### config.mk
export PLATFORM = sky130hd
export DESIGN_NAME = alu8_flags
export DESIGN_NICKNAME = d
export VERILOG_FILES = /design/src/rtl/alu8_pkg.sv /design/src/rtl/alu8_addsub.sv /design/src/rtl/alu8_bitlogic.sv /design/src/rtl/alu8_flag_reg.sv /design/src/rtl/alu8_flags.sv
export SDC_FILE = /design/constraint.sdc
export NUM_CORES = 1
export LEC_CHECK = 0
export BUFFER_PORTS_ARGS = -buffer_cell sky130_fd_sc_hd__buf_4
export CAP_MARGIN = 20
export CORE_ASPECT_RATIO = 1.75
export CORE_MARGIN = 5
export CORE_UTILIZATION = 51
export DETAILED_ROUTE_END_ITERATION = 10
export PLACE_DENSITY = 0.78
export SLEW_MARGIN = 20
export SYNTH_ARGS = -nofsm -noshare
export SYNTH_HDL_FRONTEND = slang
export SYNTH_SLANG_ARGS = --single-unit
### constraint.sdc
create_clock -name clk_i -period 10.5 [get_ports clk_i]
set_input_delay 3.15 -clock clk_i [delete_from_list [all_inputs] [get_ports clk_i]]
set_output_delay 3.15 -clock clk_i [all_outputs]
set_load 0.05 [all_outputs]
### src/rtl/alu8_pkg.sv
`timescale 1ns/1ps
package alu8_pkg;
  typedef enum logic [3:0] {
    OP_DEC   = 4'd0,
    OP_DECC  = 4'd1,
    OP_AND   = 4'd2,
    OP_OR    = 4'd3,
    OP_XOR   = 4'd4,
    OP_ADD   = 4'd5,
    OP_ADDC  = 4'd6,
    OP_SUBR  = 4'd7,
    OP_SUBRC = 4'd8,
    OP_SUB   = 4'd9,
    OP_SUBC  = 4'd10,
    OP_CMP   = 4'd11,
    OP_TST   = 4'd12,
    OP_SETB  = 4'd13,
    OP_CLRB  = 4'd14,
    OP_INVB  = 4'd15
  } op_e;

  function automatic logic is_arith(op_e op);
    return (op == OP_DEC) || (op == OP_DECC) || (op == OP_ADD) || (op == OP_ADDC) ||
           (op == OP_SUBR) || (op == OP_SUBRC) || (op == OP_SUB) || (op == OP_SUBC) ||
           (op == OP_CMP);
  endfunction
endpackage

### src/rtl/alu8_addsub.sv
`timescale 1ns/1ps
module alu8_addsub
  import alu8_pkg::*;
#(
  parameter int W = 8
) (
  input  op_e          op_i,
  input  logic [W-1:0] a_i,
  input  logic [W-1:0] b_i,
  input  logic         c_i,
  output logic [W-1:0] sum_o,
  output logic         c_o,
  output logic         v_o
);
  localparam logic [W-1:0] ONE = {{(W-1){1'b0}}, 1'b1};

  logic [W-1:0] x, y, y_eff;
  logic         sub, bin, cin;
  logic [W:0]   sum;

  // Operand steering; borrow-in is (1 - C) for the with-carry subtract forms
  always_comb begin
    x   = a_i;
    y   = b_i;
    sub = 1'b1;
    bin = 1'b0;
    cin = 1'b0;
    unique case (op_i)
      OP_DEC:   begin y = ONE; end
      OP_DECC:  begin y = '0; bin = ~c_i; end
      OP_ADD:   begin sub = 1'b0; end
      OP_ADDC:  begin sub = 1'b0; cin = c_i; end
      OP_SUBR:  begin x = b_i; y = a_i; end
      OP_SUBRC: begin x = b_i; y = a_i; bin = ~c_i; end
      OP_SUB:   begin end
      OP_SUBC:  begin bin = ~c_i; end
      OP_CMP:   begin x = b_i; y = a_i; end
      default:  begin sub = 1'b0; end
    endcase
  end

  // One adder: subtraction is x + ~y + ~borrow, carry out equals no-borrow
  assign y_eff = sub ? ~y : y;
  assign sum   = {1'b0, x} + {1'b0, y_eff} + {{W{1'b0}}, (sub ? ~bin : cin)};
  assign sum_o = sum[W-1:0];
  assign c_o   = sum[W];
  assign v_o   = (x[W-1] == y_eff[W-1]) && (sum[W-1] != x[W-1]);
endmodule

### src/rtl/alu8_bitlogic.sv
`timescale 1ns/1ps
module alu8_bitlogic
  import alu8_pkg::*;
#(
  parameter int W  = 8,
  localparam int IW = $clog2(W)
) (
  input  op_e           op_i,
  input  logic [W-1:0]  a_i,
  input  logic [W-1:0]  b_i,
  input  logic [IW-1:0] idx_i,
  output logic [W-1:0]  res_o
);
  logic [W-1:0] mask;

  assign mask = {{(W-1){1'b0}}, 1'b1} << idx_i;

  always_comb begin
    unique case (op_i)
      OP_AND:  res_o = a_i & b_i;
      OP_OR:   res_o = a_i | b_i;
      OP_XOR:  res_o = a_i ^ b_i;
      OP_TST:  res_o = a_i & mask;
      OP_SETB: res_o = a_i | mask;
      OP_CLRB: res_o = a_i & ~mask;
      OP_INVB: res_o = a_i ^ mask;
      default: res_o = '0;
    endcase
  end
endmodule

### src/rtl/alu8_flag_reg.sv
`timescale 1ns/1ps
module alu8_flag_reg #(
  parameter int W = 8
) (
  input  logic         clk_i,
  input  logic         rst_ni,
  input  logic         valid_i,
  input  logic         upd_cv_i,
  input  logic         cmp_i,
  input  logic [W-1:0] res_i,
  input  logic         c_i,
  input  logic         v_i,
  output logic         c_o,
  output logic         v_o,
  output logic         z_o
);
  logic zero;

  assign zero = (res_i == '0);

  always_ff @(posedge clk_i or negedge rst_ni) begin
    if (!rst_ni) begin
      c_o <= 1'b0;
      v_o <= 1'b0;
      z_o <= 1'b0;
    end else if (valid_i) begin
      z_o <= zero;
      if (upd_cv_i) begin
        c_o <= c_i;
        // compare reports strict greater-than in V
        v_o <= cmp_i ? (c_i & ~zero) : v_i;
      end
    end
  end
endmodule

### src/rtl/alu8_flags.sv
`timescale 1ns/1ps
module alu8_flags
  import alu8_pkg::*;
#(
  parameter int W  = 8,
  localparam int IW = $clog2(W)
) (
  input  logic          clk_i,
  input  logic          rst_ni,
  input  logic          valid_i,
  input  logic [3:0]    op_i,
  input  logic [W-1:0]  a_i,
  input  logic [W-1:0]  b_i,
  input  logic [IW-1:0] idx_i,
  output logic [W-1:0]  res_o,
  output logic          wr_dst_o,
  output logic          c_o,
  output logic          v_o,
  output logic          z_o
);
  op_e          op;
  logic         arith;
  logic [W-1:0] as_res, bl_res;
  logic         as_c, as_v;

  assign op    = op_e'(op_i);
  assign arith = is_arith(op);

  alu8_addsub #(.W(W)) i_addsub (
    .op_i  (op),
    .a_i   (a_i),
    .b_i   (b_i),
    .c_i   (c_o),
    .sum_o (as_res),
    .c_o   (as_c),
    .v_o   (as_v)
  );

  alu8_bitlogic #(.W(W)) i_bitlogic (
    .op_i  (op),
    .a_i   (a_i),
    .b_i   (b_i),
    .idx_i (idx_i),
    .res_o (bl_res)
  );

  assign res_o    = arith ? as_res : bl_res;
  assign wr_dst_o = !((op == OP_CMP) || (op == OP_TST));

  alu8_flag_reg #(.W(W)) i_flag_reg (
    .clk_i    (clk_i),
    .rst_ni   (rst_ni),
    .valid_i  (valid_i),
    .upd_cv_i (arith),
    .cmp_i    (op == OP_CMP),
    .res_i    (res_o),
    .c_i      (as_c),
    .v_i      (as_v),
    .c_o      (c_o),
    .v_o      (v_o),
    .z_o      (z_o)
  );
endmodule

==> impl_metrics.ini, run 1 <==
[sta]
hold_ws_ns = 0.5593
period_needed_ns = 9.653
finalHoldViolations = 0
rsz0062_at_grt = false
fin_tns_setup_ns = 0
fin_skew_ns = 0.0003007
final_max_slew_viol_count = 0
worst_slew_margin_rel = 0.5208
setup_ws_ns = 0.8474
min_period_over_period = 0.9193
worst_pin_slew_ns = 0.7155
finalSetupViolCount = 0
fmax_mhz = 103.6

[worst_setup_path]
crit_path_max_incr_delay_ns = 0.43
cp_slowest_cell = fa_1
cp_num_buf_inv = 2
end_kind = output pin
cp_top_family = compound AO/OA/AOI/OAI gates
worst-path-max-fanout = 42
cp_data_required_time_ns = 7.35
reg2reg_from = i_flag_reg.c_o$_DFFE_PN0P_
crit_chain = buf_4, nand2_1, o21ai_1, mux2_2, fa_1, fa_1, a211oi_1, o21ai_0, a21oi_1, xor2_1, a22oi_1, buf_4
cp.arrival_ns = 6.50
cp-start-kind = input pin
path_class = input pin to output pin
crit_start = op_i[0]

[detailed_routing]
ant_nets = 0
vias = 2548
routed_via_density = 6.723
wl_per_cell_microns = 18.20
drc = 0
dr.pass1.iters = 5
routed_wl_mm = 6.898
drtIter0Drc = 188

[logic_synthesis]
synth_top_family_by_area = compound AO/OA/AOI/OAI gates
ys_warn_count = 0
synthMuxAreaShare = 0.1274
synth_most_common_cell = nand2_1
syn_area_sq_um = 2141
synth_cells = 314
synth_seq_cells = 3
synth-simple-area-share = 0.2805
avgSynthCellArea_sq_um = 6.818
yosysSeqAreaShare = 0.03507
synth_edf_count = 0
syn-num-nets = 349
synth_cell_types = 64
synth_adder_area_share = 0.05961
synth-main-ff-cell = dfrtp_1
synth_async_sr_flop_share = 1.000
synth_top_area_share = 0.07481
synth_commonest_cells = nand2_1 (29), o21ai_0 (26), nor2_1 (24), a21oi_1 (22), mux2i_1 (16)
synth_area_leader_cell = mux2i_1
yosys-top-cells-area = mux2i_1 (7.5%), o21ai_0 (6.1%), mux2_2 (5.3%), a21oi_1 (5.1%), nand2_1 (5.1%)
synth_xor_area_frac = 0.05319
synth_compound_area_frac = 0.3659

[power_and_ir_drop]
p_total_mw = 0.2428
irDropWorstVdd_mv = 0.09930
leakage_nw = 0.9395
powerDensity_nw_per_um2 = 100.6

[clock_network]
cts_num_sinks = 3
cts_buffer_depth = 2
postCtsHoldBufs = 0
numCtsBuffers = 3
cts_tree = built
cts_resized = 0
insertion_delay_ns = 0.21
htree_levels = 1
clock-root-buffer = clkbuf_8
cts_setup_buffers = 0
clkTransAtPathRegs_ns = 0.03

[global_routing]
grt_pass1_wl_mm = 11.01
overflow = 0
antenna_found_initial = 0
grt_pass1_vias = 2302
grtUsageTotal = 0.2464
grt_max_degree = 43

[floorplanning]
die_w_microns = 58.98
core_sq_um = 4111
io_pins = 38
num_rows = 31
die_area_sq_um = 5645
start_util = 0.5207
die_h_microns = 95.71

[finish]
stdcell_area_sq_um = 2414
final_util = 0.5870
nets = 366
finalNonFillerCells = 379
n_antenna_cell = 0
syn_to_final_growth_pct = 12.74
layout-drive-gt1-share = 0.1939

[hold_path]
worstHoldStart = i_flag_reg.c_o$_DFFE_PN0P_
hold_path_class = register to register

[placement]
hpwlAfterDp_mm = 5.255
dp_slack_ns = 0.8999
place_congestion = 0.9787
place_area_sq_um = 2369
placed_cells = 375
numPortBuffers = 37

[status]
status = finished, final reports clean

[job]
maxCapViolCount = 0
## where the power goes
group	total, mW	internal (mW)	leakage, nW	switching (mW)
logic	0.194	0.0700	0.879	0.124
registers	0.0160	0.0140	0.0380	0.00199
clock network	0.0330	0.0258	0.0228	0.00718
total	0.243	0.110	0.939	0.133
## metal layers
| metal | GRT usage | up-vias | share of wire |
|---|---|---|---|
| met3 | 0.03087 | 31 | 0.076 |
| li1 | - | 1223 | - |
| met1 | 0.2935 | 1152 | 0.38 |
| met4 | 0.1285 | 0 | 0.046 |
| met2 | 0.4207 | 142 | 0.50 |
| met5 | 0 | - | 0 |
## layout make-up
cell class              count  area, sq um
fillers                   424         1698
repair buffers             39        292.8
multi-input cells         273         1898
inverters                  11        41.29
well taps                  49        61.31
flip-flops and latches      3        75.07
clock buffers               4        45.04
## cells by family (layout without fill, tap and decap cells)
| family | Yosys count | after routing |
|---|---|---|
| fa+ha+maj | 9 | 9 |
| mux | 26 | 26 |
| buf+inv | 38 | 54 |
| flops | 3 | 3 |
| compound gates | 115 | 115 |
| xor+xnor | 13 | 13 |
| simple gates | 110 | 110 |
## flip-flops by register name (all words and copies together) (netlist names)
name            flops
i_flag_reg.v_o      1
i_flag_reg.z_o      1
i_flag_reg.c_o      1
## worst reg2reg max path, delay by kind of cell (launching register included)
| kind | cells | cell delay, ns |
|---|---|---|
| buffers and inverters | 1 | 0.07 |
| DFF | 1 | 0.40 |
| AOI/OAI and AO/OA | 7 | 1.35 |
| and+or+nand+nor | 2 | 0.27 |
| xor gates and xnor gates | 1 | 0.10 |
| adders and majority gates | 2 | 0.87 |
## worst paths after layout
kind                                              endpoint  cells after the start  slack [ns]
worst max-delay path                              res_o[6]                     12        0.85
worst min-delay path            i_flag_reg.c_o$_DFFE_PN0P_                      2        0.56
worst max register to register  i_flag_reg.z_o$_DFFE_PN0P_                     13        7.32
worst min register to register  i_flag_reg.c_o$_DFFE_PN0P_                      2        0.56
max in group asynchronous       i_flag_reg.v_o$_DFFE_PN0P_                      1        7.69
min in group asynchronous       i_flag_reg.z_o$_DFFE_PN0P_                      1        2.72
## cells in the final DEF (no fill, tap or decap), types with 7 or more instances in the layout
| cell | n |
|---|---|
| buf_4 | 39 |
| nand2_1 | 29 |
| o21ai_0 | 26 |
| nor2_1 | 24 |
| a21oi_1 | 22 |
| mux2i_1 | 16 |
| inv_1 | 11 |
| o22ai_1 | 11 |
| mux2_2 | 10 |
| a221oi_1 | 10 |
| nor2b_1 | 8 |
| xor2_1 | 7 |
| nand3_1 | 7 |
| ha_1 | 7 |
Power figures use the tool's default switching activity.
==> inputs of run 2 (changes only) <==
--- a/config.mk
+++ b/config.mk
@@ -11,7 +11,7 @@
 export CORE_MARGIN = 5
 export CORE_UTILIZATION = 51
 export DETAILED_ROUTE_END_ITERATION = 10
-export PLACE_DENSITY = 0.78
+export PLACE_DENSITY = 0.74
 export SLEW_MARGIN = 20
 export SYNTH_ARGS = -nofsm -noshare
 export SYNTH_HDL_FRONTEND = slang
==> run 2 against run 1 <==
Total power rose by 0.88%. Global-route usage rose by 0.55 points. Via count rose by 0.71%. Final area rose by 0.93%. Die area did not move. Critical endpoint unchanged. Largest cell class unchanged.
==> impl_metrics.ini, run 2 (synthesis results as in run 1) <==
[worst_setup_path]
crit_top_cell = buf_4
r2r_cells = 13
cp_top_family = compound AO/OA/AOI/OAI gates
crit_path_max_incr_delay_ns = 0.43
path_class = input pin to output pin
end_kind = output pin
cp.arrival_ns = 6.60
crit_chain = buf_4, nand2b_1, o21ai_1, buf_4, mux2_2, fa_1, fa_1, a211oi_1, o21ai_0, a21oi_1, xor2_1, a22oi_1, buf_4
worst-path-max-fanout = 34
cp_slowest_cell = fa_1
cp_data_required_time_ns = 7.35
r2r_end = i_flag_reg.z_o$_DFFE_PN0P_
cp_num_buf_inv = 3
r2r_slack_ns = 7.27
reg2reg_from = i_flag_reg.c_o$_DFFE_PN0P_
cp-start-kind = input pin

[placement]
numPortBuffers = 37
place_congestion = 0.9180
hpwlAfterDp_mm = 5.327

[floorplanning]
io_pins = 38
core_sq_um = 4111
start_util = 0.5207
die_h_microns = 95.71
die_area_sq_um = 5645
die_w_microns = 58.98
num_rows = 31

[clock_network]
cts_resized = 0
postCtsHoldBufs = 0
htree_levels = 1
numCtsBuffers = 3
cts_buffer_depth = 2
cts_setup_buffers = 0
insertion_delay_ns = 0.22
cts_tree = built
clkTransAtPathRegs_ns = 0.03
clock-root-buffer = clkbuf_8
cts_num_sinks = 3

[sta]
worst_pin_slew_ns = 0.8123
worst_slew_margin_rel = 0.4560
fin_skew_ns = 0.00004317
period_needed_ns = 9.753
min_period_over_period = 0.9289
fmax_mhz = 102.5
final_max_slew_viol_count = 0
finalSetupViolCount = 0
rsz0062_at_grt = false
finalHoldViolations = 0
fin_tns_setup_ns = 0

[detailed_routing]
wl_per_cell_microns = 18.43
routed_via_density = 6.717
drc = 0
vias = 2566
routed_wl_mm = 7.039
drtIter0Drc = 114
ant_nets = 0
dr.pass1.iters = 5

[global_routing]
grt_pass1_wl_mm = 11.21
gr-usage-met3 = 0.02550
top_usage_layer = met2
grt_use_met2 = 0.4188
grtUsageTotal = 0.2519
grtUsageMet1 = 0.3163
antenna_found_initial = 0
grt_max_degree = 39
overflow = 0
grt_pass1_vias = 2316

[finish]
nets = 369
syn_to_final_growth_pct = 13.79
final_util = 0.5925
n_antenna_cell = 0
final_common_cell = buf_4
layout-drive-gt1-share = 0.2012
largestRegisters = i_flag_reg.c_o (1), i_flag_reg.v_o (1), i_flag_reg.z_o (1)
mostFrequentLayoutCells = buf_4 (42), nand2_1 (29), o21ai_0 (26), nor2_1 (24), a21oi_1 (22)

[power_and_ir_drop]
power_frac_seq = 0.065
pwr-share-clk = 0.139
netSwitchingFraction = 0.5495
p_sw_mw = 0.1346
intPower_mw = 0.1103
pwr-share-comb = 0.796
p_total_mw = 0.2449
leakage_nw = 0.9539
irDropWorstVdd_mv = 0.09483
powerDensity_nw_per_um2 = 100.5

[status]
status = finished, final reports clean

[job]
maxCapViolCount = 0

[hold_path]
whs_path_depth = 2
worstHoldStart = i_flag_reg.c_o$_DFFE_PN0P_
hold_path_class = register to register
holdPathEnd = i_flag_reg.c_o$_DFFE_PN0P_
run 2: metrics by stage:
stage	setup slack, ns	instances	hold slack [ns]	cell area, sq um
6_report	0.7470	382	0.5655	2436
4_1_cts	0.8110	382	0.5644	2436
5_1_grt	0.4908	382	0.6197	2436
3_3_place_gp	0.8967	378	0.5351	2391
2_1_floorplan	0.3158	314	0.7786	2141
3_5_place_dp	0.8276	378	0.5455	2391
run 2: power by group through the flow:
stage	clock, mW	combinational, mW	sequential [mW]
5_1_grt	0.0372	0.209	0.0165
3_3_place_gp	0	0.192	0.0159
3_5_place_dp	0	0.193	0.0160
4_1_cts	0.0352	0.194	0.0160
2_1_floorplan	0	0.131	0.0241
6_report	0.0340	0.195	0.0159
run 2: worst register-to-register path, cell delays in order (launching register included):
cell      delay, ns
dfrtp_1        0.41
inv_1          0.07
a21oi_1        0.06
nor3_1         0.14
a221oi_1       0.09
fa_1           0.43
fa_1           0.42
a211oi_1       0.30
o21ai_0        0.14
a21oi_1        0.23
xor2_1         0.11
a22oi_1        0.32
nor2_1         0.15
a31o_1         0.24
run 2: worst max-delay path by stage:
stage,startpoint,cells after the start,slack [ns],to
2_1_floorplan,op_i[1],13,0.32,res_o[6]
3_3_place_gp,op_i[2],13,0.90,res_o[6]
3_5_place_dp,op_i[2],13,0.83,res_o[6]
4_1_cts,op_i[2],13,0.81,res_o[6]
5_1_grt,op_i[2],13,0.49,res_o[6]
6_report,op_i[2],13,0.75,res_o[6]
run 2: cell type report:
class                           count  area, sq um
Sequential cell                     3        75.07
Timing Repair Buffer               42        315.3
Fill cell                         414         1675
Inverter                           11        41.29
Tap cell                           49        61.31
Clock buffer                        4        45.04
Multi-Input combinational cell    273         1898
run 2: layer usage:
metal | part of all wire | vias to the layer above
met5 | 0 | -
met4 | 0.043 | 0
met3 | 0.076 | 27
met2 | 0.50 | 122
met1 | 0.38 | 1187
li1 | - | 1230
==> inputs of run 3 (changes only) <==
--- a/config.mk
+++ b/config.mk
@@ -5,6 +5,7 @@
 export SDC_FILE = /design/constraint.sdc
 export NUM_CORES = 1
 export LEC_CHECK = 0
+export ABC_AREA = 1
 export BUFFER_PORTS_ARGS = -buffer_cell sky130_fd_sc_hd__buf_4
 export CAP_MARGIN = 20
 export CORE_ASPECT_RATIO = 1.75
@@ -15,4 +16,5 @@
 export SLEW_MARGIN = 20
 export SYNTH_ARGS = -nofsm -noshare
 export SYNTH_HDL_FRONTEND = slang
+export SYNTH_HIERARCHICAL = 1
 export SYNTH_SLANG_ARGS = --single-unit
==> run 3 against run 2 <==
Global-route usage decreased by 1.4 points. Synthesized cell count increased by 33%. Highest routed layer unchanged. Clock-buffer cell count unchanged. Critical path type unchanged. Non-clock buffer count decreased by 5. Final area increased by 2.8%. Die area increased by 0.86%.
==> impl_metrics.ini, run 3 <==
[finish]
mostFrequentLayoutCells = nand2_1 (178), nand3_1 (76), inv_1 (50), buf_4 (37), a21oi_1 (19)
largestRegisters = i_flag_reg/c_o (1), i_flag_reg/v_o (1), i_flag_reg/z_o (1)
regArea_sq_um = 75.07
nFillCells = 444
syn_to_final_growth_pct = 15.80
layout-drive-gt1-share = 0.1802
finalNonFillerCells = 504
final_util = 0.6089
multi_input_area_sq_um = 1833
nets = 491
n_antenna_cell = 0
final_common_cell = nand2_1

[logic_synthesis]
yosys-top-cells-area = nand2_1 (31%), nand3_1 (18%), inv_1 (8.7%), a21oi_1 (4.4%), ha_1 (4.1%)
avgSynthCellArea_sq_um = 5.160
syn_area_sq_um = 2162
synth_cells = 419
synth-main-ff-cell = dfrtp_1
synth_most_common_cell = nand2_1
synth_commonest_cells = nand2_1 (178), nand3_1 (76), inv_1 (50), a21oi_1 (19), nor2_1 (16)
ys_warn_count = 6
synth_edf_count = 0
synth_seq_cells = 3
synth_area_leader_cell = nand2_1
yosysSeqAreaShare = 0.03472
synth_cell_types = 32
synth_top_area_share = 0.3090
synth_async_sr_flop_share = 1.000
syn-num-nets = 454

[detailed_routing]
wl_per_cell_microns = 12.86
routed_wl_mm = 6.483
routed_via_density = 5.321
vias = 2682
dr.pass1.iters = 4
ant_nets = 0
drc = 0
drtIter0Drc = 125

[clock_network]
cts_buffer_depth = 2
cts_setup_buffers = 0
htree_levels = 1
cts_num_sinks = 3
clock-root-buffer = clkbuf_8
numCtsBuffers = 3
insertion_delay_ns = 0.22
clkTransAtPathRegs_ns = 0.03
cts_tree = built
cts_resized = 0
postCtsHoldBufs = 0

[power_and_ir_drop]
irDropWorstVdd_mv = 0.09969
intPower_mw = 0.1076
powerDensity_nw_per_um2 = 101.8
netSwitchingFraction = 0.5780
p_sw_mw = 0.1474
power_frac_seq = 0.070
leakage_nw = 1.498
pwr-share-clk = 0.132
pwr-share-comb = 0.798

[worst_setup_path]
end_kind = output pin
worst-path-max-fanout = 10
cp.arrival_ns = 6.15
crit_chain = buf_4, inv_1, nor2_1, nor2_1, nand2_2, inv_2, o21ai_0, o21ai_0, fa_1, fa_1, o21ai_0, a21oi_1, xnor2_1, nand2_1, nand2_1, buf_4
cp_data_required_time_ns = 7.35
path_class = input pin to output pin
crit_top_cell = o21ai_0
cp-start-kind = input pin
crit_path_max_incr_delay_ns = 0.44
cp_slowest_cell = fa_1

[placement]
numPortBuffers = 37
place_congestion = 0.9061
hpwlAfterDp_mm = 5.401
placed_cells = 500

[sta]
fin_tns_setup_ns = 0
hold_ws_ns = 0.5278
finalHoldViolations = 0
rsz0062_at_grt = false
period_needed_ns = 9.295
min_period_over_period = 0.8853
finalSetupViolCount = 0
worst_slew_margin_rel = 0.6274
fin_skew_ns = 0.006249
final_max_slew_viol_count = 0
worst_pin_slew_ns = 0.5559
fmax_mhz = 107.6

[global_routing]
antenna_found_initial = 0
grt_pass1_wl_mm = 11.08
grt_pass1_vias = 2465
grtUsageTotal = 0.2383
grt_max_degree = 19
overflow = 0

[floorplanning]
core_sq_um = 4111
io_pins = 38
die_h_microns = 96.13
die_area_sq_um = 5693
start_util = 0.5259
die_w_microns = 59.22
num_rows = 31

[status]
status = finished, final reports clean

[job]
maxCapViolCount = 0

[hold_path]
hold_path_class = register to register
==> run 3: changes by cell type in the layout (fill, tap and decap cells not counted), sizes merged, moves of 9 or more <==
cell / previous run / this run
mux2: 10 / 1
mux2i: 16 / 1
o21ai: 29 / 6
a221oi: 10 / 0
inv: 11 / 54
nand3: 7 / 81
nand2: 29 / 200
o22ai: 11 / 0
==> run 3: worst max-delay path, delay by kind of cell <==
| family | cells | cell delay, ns |
|---|---|---|
| buffers and inverters | 4 | 0.58 |
| AND/OR/NAND/NOR | 5 | 0.68 |
| AO/OA/AOI/OAI | 4 | 0.71 |
| adder cells (fa/ha/maj) | 2 | 0.87 |
| XOR/XNOR | 1 | 0.17 |
==> run 3: kinds of logic after synthesis <==
family                     share of synthesized area
and+or+nand+nor                               0.6898
buffers and inverters                         0.1175
AOI/OAI and AO/OA                            0.06308
adders and majority gates                    0.05903
xor gates and xnor gates                     0.02431
DFF                                          0.03472
muxes                                        0.01157
==> run 3: per-stage QoR <==
stage | cell area [sq um] | setup WS [ns] | total power, mW
final | 2504 | 1.205 | 0.2549
after floorplan | 2162 | 1.597 | 0.1630
after CTS | 2504 | 1.236 | 0.2547
after detailed placement | 2459 | 1.244 | 0.2204
after global placement | 2459 | 1.370 | 0.2181
after global routing | 2504 | 0.9716 | 0.2769
==> run 3: power groups by stage <==
stage | registers (mW) | logic [mW] | clock network [mW]
3_3_place_gp | 0.0178 | 0.200 | 0
3_5_place_dp | 0.0178 | 0.203 | 0
5_1_grt | 0.0181 | 0.223 | 0.0358
4_1_cts | 0.0177 | 0.203 | 0.0340
6_report | 0.0178 | 0.203 | 0.0336
2_1_floorplan | 0.0275 | 0.136 | 0
==> run 3: cell type report <==
class | count | share of cell area
multi-input cells | 356 | 0.7321
repair buffers | 37 | 0.1109
inverters | 55 | 0.08446
flip-flops and latches | 3 | 0.02999
well taps | 49 | 0.02449
clock buffers | 4 | 0.01799
==> run 3: metal layers <==
layer,up-vias,GRT usage,part of all wire
li1,1408,-,-
met1,1190,0.2695,0.39
met2,72,0.4571,0.54
met3,12,0.008054,0.047
met4,0,0.07940,0.016
met5,-,0,0
==> run 3: path summary, 6_finish.rpt <==
kind | start | endpoint | slack, ns | cells after the start
min in group asynchronous | rst_ni | i_flag_reg/z_o$_DFFE_PN0P_ | 2.71 | 1
max | op_i[3] | res_o[6] | 1.20 | 16
max reg2reg | i_flag_reg/c_o$_DFFE_PN0P_ | i_flag_reg/v_o$_DFFE_PN0P_ | 7.44 | 14
min | i_flag_reg/z_o$_DFFE_PN0P_ | i_flag_reg/z_o$_DFFE_PN0P_ | 0.53 | 2
min reg2reg | i_flag_reg/z_o$_DFFE_PN0P_ | i_flag_reg/z_o$_DFFE_PN0P_ | 0.53 | 2
max in group asynchronous | rst_ni | i_flag_reg/v_o$_DFFE_PN0P_ | 7.69 | 1
